## src/rtl/dupram_pkg.sv

```systemverilog
package dupram_pkg;

  typedef enum logic [2:0] {
    S_IDLE  = 3'd0,
    S_READ  = 3'd1,
    S_EXEC  = 3'd2,
    S_WRITE = 3'd3,
    S_DONE  = 3'd4
  } seq_st_e;

  typedef enum logic [1:0] {
    OP_MOV = 2'b00,
    OP_INC = 2'b01,
    OP_ADD = 2'b10,
    OP_SUB = 2'b11
  } op_e;

  localparam int unsigned NCOPY = 2;

endpackage

```

## src/rtl/dupram_bank.sv

```systemverilog
module dupram_bank #(
  parameter int DW    = 8,
  parameter int DEPTH = 8,
  localparam int AW   = $clog2(DEPTH)
) (
  input  logic          clk,
  input  logic          we,
  input  logic [AW-1:0] addr,
  input  logic [DW-1:0] wdata,
  output logic [DW-1:0] rdata
);
  logic [DW-1:0] mem [DEPTH];
  logic [DW-1:0] rdata_q;

  // single port: a write cycle does not refresh the read register
  always_ff @(posedge clk) begin
    if (we) mem[addr] <= wdata;
    else    rdata_q   <= mem[addr];
  end

  assign rdata = rdata_q;
endmodule

```

## src/rtl/dupram_alu.sv

```systemverilog
module dupram_alu #(
  parameter int DW = 8
) (
  input  dupram_pkg::op_e op,
  input  logic [DW-1:0]   a,
  input  logic [DW-1:0]   b,
  output logic [DW-1:0]   y
);
  import dupram_pkg::*;

  function automatic logic [DW-1:0] calc(op_e o, logic [DW-1:0] x, logic [DW-1:0] z);
    logic [DW-1:0] one;
    one = '0;
    one[0] = 1'b1;
    case (o)
      OP_MOV:  return x;
      OP_INC:  return x + one;
      OP_ADD:  return x + z;
      default: return x - z;
    endcase
  endfunction

  assign y = calc(op, a, b);
endmodule

```

## src/rtl/dupram_seq.sv

```systemverilog
module dupram_seq #(
  parameter int AW = 3
) (
  input  logic                clk,
  input  logic                rst_n,
  input  logic                start,
  input  logic [1:0]          op_i,
  input  logic [AW-1:0]       dst_i,
  input  logic [AW-1:0]       sa_i,
  input  logic [AW-1:0]       sb_i,
  input  logic                pl_we,
  input  logic [AW-1:0]       pl_addr,
  input  logic [AW-1:0]       dbg_addr,
  output dupram_pkg::seq_st_e st,
  output dupram_pkg::op_e     op_q,
  output logic [AW-1:0]       addr_a,
  output logic [AW-1:0]       addr_b,
  output logic                mem_we,
  output logic                wsel_alu,
  output logic                buf_ld,
  output logic                res_ld,
  output logic                start_ok,
  output logic                done
);
  import dupram_pkg::*;

  seq_st_e       st_q, st_d;
  logic [AW-1:0] dst_q, sa_q, sb_q;

  assign start_ok = start && (st_q == S_IDLE);

  always_comb begin
    st_d = st_q;
    case (st_q)
      S_IDLE:  if (start_ok) st_d = S_READ;
      S_READ:  st_d = S_EXEC;
      S_EXEC:  st_d = S_WRITE;
      S_WRITE: st_d = S_DONE;
      default: st_d = S_IDLE;
    endcase
  end

  always_ff @(posedge clk) begin
    if (!rst_n) st_q <= S_IDLE;
    else        st_q <= st_d;
  end

  always_ff @(posedge clk) begin
    if (start_ok) begin
      op_q  <= op_e'(op_i);
      dst_q <= dst_i;
      sa_q  <= sa_i;
      sb_q  <= sb_i;
    end
  end

  // address multiplexing per phase
  always_comb begin
    addr_a = dbg_addr;
    addr_b = dbg_addr;
    mem_we = 1'b0;
    case (st_q)
      S_IDLE: begin
        if (pl_we && !start) begin
          addr_a = pl_addr;
          addr_b = pl_addr;
          mem_we = 1'b1;
        end
      end
      S_READ, S_EXEC: begin
        addr_a = sa_q;
        addr_b = sb_q;          // held through execute
      end
      S_WRITE: begin
        addr_a = dst_q;
        addr_b = dst_q;
        mem_we = 1'b1;
      end
      default: begin            // done: read back for copy compare
        addr_a = dst_q;
        addr_b = dst_q;
      end
    endcase
  end

  assign st       = st_q;
  assign wsel_alu = (st_q == S_WRITE);
  assign buf_ld   = (st_q == S_EXEC);
  assign res_ld   = (st_q == S_WRITE);
  assign done     = (st_q == S_DONE);
endmodule

```

## src/rtl/dupram_regfile.sv

```systemverilog
module dupram_regfile #(
  parameter int DW   = 8,
  parameter int NREG = 8,
  localparam int AW  = $clog2(NREG)
) (
  input  logic          clk,
  input  logic          rst_n,
  input  logic          start,
  input  logic [1:0]    opcode,
  input  logic [AW-1:0] dst_idx,
  input  logic [AW-1:0] src_a_idx,
  input  logic [AW-1:0] src_b_idx,
  output logic          done,
  output logic [DW-1:0] result,
  input  logic [AW-1:0] dbg_addr,
  output logic [DW-1:0] dbg_data,
  input  logic          pl_we,
  input  logic [AW-1:0] pl_addr,
  input  logic [DW-1:0] pl_data
);
  import dupram_pkg::*;

  // named internal events, used by the checker
  seq_st_e       seq_state;
  op_e           op_q;
  logic          start_ok, mem_we, wsel_alu, buf_ld, res_ld;
  logic [AW-1:0] addr_a, addr_b;
  logic [AW-1:0] bank_addr [NCOPY];
  logic [DW-1:0] bank_rd   [NCOPY];
  logic [DW-1:0] rd_a, rd_b, wdata, alu_y, buf_q, result_q;

  dupram_seq #(.AW(AW)) u_seq (
    .clk(clk), .rst_n(rst_n), .start(start), .op_i(opcode),
    .dst_i(dst_idx), .sa_i(src_a_idx), .sb_i(src_b_idx),
    .pl_we(pl_we), .pl_addr(pl_addr), .dbg_addr(dbg_addr),
    .st(seq_state), .op_q(op_q), .addr_a(addr_a), .addr_b(addr_b),
    .mem_we(mem_we), .wsel_alu(wsel_alu), .buf_ld(buf_ld),
    .res_ld(res_ld), .start_ok(start_ok), .done(done)
  );

  assign bank_addr[0] = addr_a;
  assign bank_addr[1] = addr_b;
  assign wdata        = wsel_alu ? alu_y : pl_data;

  for (genvar c = 0; c < NCOPY; c++) begin : g_copy
    dupram_bank #(.DW(DW), .DEPTH(NREG)) u_bank (
      .clk(clk), .we(mem_we), .addr(bank_addr[c]),
      .wdata(wdata), .rdata(bank_rd[c])
    );
  end

  assign rd_a = bank_rd[0];
  assign rd_b = bank_rd[1];

  // operand buffer: array A word captured, array B word used live
  always_ff @(posedge clk) begin
    if (buf_ld) buf_q <= rd_a;
  end

  dupram_alu #(.DW(DW)) u_alu (.op(op_q), .a(buf_q), .b(rd_b), .y(alu_y));

  always_ff @(posedge clk) begin
    if (!rst_n)      result_q <= '0;
    else if (res_ld) result_q <= alu_y;
  end

  assign result   = result_q;
  assign dbg_data = rd_a;
endmodule

```

## config.mk

```make
export PLATFORM = sky130hd
export DESIGN_NAME = dupram_regfile
export DESIGN_NICKNAME = d
export VERILOG_FILES = /design/src/rtl/dupram_pkg.sv /design/src/rtl/dupram_bank.sv /design/src/rtl/dupram_alu.sv /design/src/rtl/dupram_seq.sv /design/src/rtl/dupram_regfile.sv
export SDC_FILE = /design/constraint.sdc
export NUM_CORES = 1
export LEC_CHECK = 0
export ABC_AREA = 1
export ABC_CLOCK_PERIOD_IN_PS = 3900
export BUFFER_PORTS_ARGS = -buffer_cell sky130_fd_sc_hd__buf_2
export CAP_MARGIN = 20
export CORE_UTILIZATION = 40
export CTS_CLUSTER_SIZE = 8
export DETAILED_ROUTE_END_ITERATION = 10
export MAX_ROUTING_LAYER = met4
export SETUP_SLACK_MARGIN = 0.4
export SLEW_MARGIN = 5
export SYNTH_ARGS = -nofsm -noshare
export SYNTH_HDL_FRONTEND = slang
export SYNTH_SLANG_ARGS = --single-unit
```

## constraint.sdc

```tcl
create_clock -name clk -period 3.9 [get_ports clk]
set_input_delay 0.195 -clock clk [delete_from_list [all_inputs] [get_ports clk]]
set_output_delay 0.195 -clock clk [all_outputs]
set_load 0.05 [all_outputs]
```

==> results.py <==
metrics = {
    "placement": {
        "dp_slack_ns": 0.571,
        "dp.final_hpwl_um": 11400,
        "port_buffers": 45,
        "place_area_um2": 8190,
        "place_inst": 1040,
        "gp_congestion": 0.820,
    },
    "die": {
        "design.die.area_um2": 19800,
        "die_x_um": 141,
        "rows": 50,
        "dieHeight_um": 141,
        "core-area_um2": 18800,
        "start_util": 0.411,
        "ios": 46,
    },
    "timing": {
        "hold_viol": 0,
        "fmax_ghz": 0.319,
        "period_minus_slack_ns": 3.14,
        "holdWs_ns": 0.0701,
        "rsz0062_at_grt": "no",
        "worst_slew_pin_slew_ns": 0.942,
        "period_share": 0.804,
        "tns_ns": 0,
        "slew_violations": 0,
        "skew_ns": 0.00867,
        "fin_ws_ns": 0.763,
        "finalSetupViolCount": 0,
        "max-slew-margin-rel": 0.370,
    },
    "logic_synthesis": {
        "yosys-top-cells-area": "edfxtp_1, nand2_1, dfxtp_1",
        "synth_top_area_share": 0.635,
        "post_synth_inst_count": 770,
        "synth_fp_nets": 813,
        "synth_area_um2": 7710,
        "async_reset_ff_frac": 0,
        "synthFlopType": "edfxtp_1",
        "synth.yosys.seq_area_share": 0.664,
        "synthDistinctLibCells": 30,
        "yosysTopAreaCell": "edfxtp_1",
        "synth_commonest_cells": "nand2_1, edfxtp_1, nand3_1, nor2_1, inv_1",
        "avgSynthCellArea_um2": 10.0,
        "synth_most_common_cell": "nand2_1",
        "synth_edf_count": 163,
        "ys_seq_elements": 174,
        "ys_warn_count": 0,
    },
    "min_path": {
        "hold_start": "start",
        "min_path_type": "in -> reg",
        "worstHoldPathCells": 3,
    },
    "grt": {
        "grt_pass1_wl_um": 27400,
        "grt_pass1_vias": 5015,
        "grt_max_degree": 34,
        "grt.overflow.total": 0,
        "track_usage": 0.194,
        "antenna_found_initial": 0,
    },
    "worst_setup_path": {
        "r2r_start": "u_seq.op_q[0]",
        "worstSetupStartpoint": "u_seq.op_q[0]",
        "cp_data_arrival_time_ns": 3.25,
        "end_kind": "flip-flop",
        "r2r_cells": 15,
        "worstPathMaxFanout": 16,
        "required_ns": 4.01,
        "worstSetupStartpointType": "flip-flop",
        "crit_type": "reg -> reg",
    },
    "clocking": {
        "clk_pin_slew_worst_paths_ns": 0.06,
        "cts_max_level": 4,
        "cts_tree": "done",
        "cts_sinks": 174,
        "root_buffer": "clkbuf_16",
        "clkLatencyLatePin_ns": 0.43,
        "cts_buffer_depth": 2,
        "cts_buffers": 17,
        "cts_setup_buffers": 0,
    },
    "layout": {
        "diodes": 0,
        "nets": 879,
        "layout-drive-gt1-share": 0.132,
        "final_area_um2": 8930,
        "final_core_util": 0.476,
        "multi_input_area_um2": 2320,
        "finalNonFillerCells": 1083,
        "areaGrowthSynthToFinish_pct": 15.9,
        "nFillCells": 1723,
        "ff_latch_area_um2": 5110,
    },
    "routing": {
        "first_iter_violations": 399,
        "drc_errors": 0,
        "viasPerCell": 4.88,
        "ant_nets": 0,
        "vias": 5288,
        "drt-pass1-iter-count": 5,
        "wl_per_cell_um": 16.3,
        "drt-total-wl_um": 17600,
    },
    "pwr": {
        "p_int_mw": 3.63,
        "p_per_area_nw_per_um2": 611,
        "seq_power_share": 0.428,
        "clkPwrFrac": 0.322,
        "p_total_mw": 5.45,
        "p_leak_nw": 3.90,
        "p_comb_frac": 0.251,
        "switching_share": 0.335,
        "power.switching_mw": 1.82,
        "ir_drop_v": 0.000253,
    },
    "status": {
        "status": "complete, no violations",
    },
    "job": {
        "drv_cap": 0,
    },
}
-- power by group through the flow --
stage | clock network (mW) | registers, mW | logic [mW]
CTS | 1.79 | 2.34 | 1.37
global placement | 0 | 2.38 | 1.35
finish | 1.75 | 2.33 | 1.37
detailed placement | 0 | 2.38 | 1.36
global route | 1.86 | 2.35 | 1.54
floorplan | 0 | 2.49 | 0.870
-- routing by layer --
| metal | up-vias | routed length [um] | GRT usage |
|---|---|---|---|
| met5 | - | 0 | - |
| met4 | 0 | 454 | 0.0761 |
| met3 | 29 | 834 | 0.0448 |
| met2 | 124 | 8560 | 0.313 |
| met1 | 2460 | 7770 | 0.237 |
| li1 | 2675 | - | - |
-- worst max-delay path: stages, from the launching register on --
cell	delay [ns]
edfxtp_1	0.35
inv_1	0.06
ha_1	0.33
inv_1	0.13
nor2_2	0.21
o21ai_0	0.12
ha_1	0.22
fa_1	0.41
nand3_1	0.09
nand2_1	0.09
nand2_1	0.07
nand2_1	0.05
a21oi_1	0.13
o21ai_0	0.10
o21bai_1	0.23
nand2_2	0.24
-- final timing paths --
| path | endpoint | slack [ns] |
|---|---|---|
| max reg2reg | g_copy[1].u_bank.mem[1][6] | 0.76 |
| min | u_seq.st[0] | 0.07 |
| max | g_copy[1].u_bank.mem[1][6] | 0.76 |
| min reg2reg | buf_q[4] | 0.44 |
-- area by class of cell --
type / instances / area share
clock inverter: 15 / 0.0214
clock buffer: 17 / 0.0476
tap: 234 / 0.0328
inverter: 36 / 0.0151
multi-input combinational: 536 / 0.260
timing repair buffer: 71 / 0.0502
sequential: 174 / 0.573
-- cell families (layout without fill, tap and decap cells) --
family,after synthesis,in the layout,synth area share
simple gates,481,481,0.245
mux,1,1,0.00130
flops,174,174,0.664
compound gates,37,37,0.0263
xor+xnor,3,3,0.00341
buf+inv,60,139,0.0367
fa+ha+maj,14,14,0.0237
-- flip-flops by register name, indices dropped and copies added (netlist names), 3 cells and up --
signal and flops:
u_seq.sb_q 3, result 8, g_copy.u_bank.rdata 16, g_copy.u_bank.mem 128
buf_q 8, u_seq.dst_q 3, u_seq.st 3, u_seq.sa_q 3
-- cells in the final DEF, fill, tap and decap left out, drive strengths merged --
cell,instances
o31ai,2
nor3b,1
mux2i,1
dlygate4sd3,11
ha,13
nand4,1
o211ai,1
nor2,34
or2,1
buf,60
nor4,1
a2111oi,1
clkbuf,17
clkinv,1
nor3,1
nand3,42
and2,1
inv,48
a21oi,18
nand2,399
bufinv,2
o21ai,14
o21bai,1
dfxtp,11
xor2,3
fa,1
edfxtp,163
-- what timing repair did --
action,4_1_cts,5_1_grt
hold buffers,11,0
endpoints found under the hold margin,11,0
gates resized for setup,0,4
endpoints found under the setup margin,0,80
(Power assumes the default switching activity.)
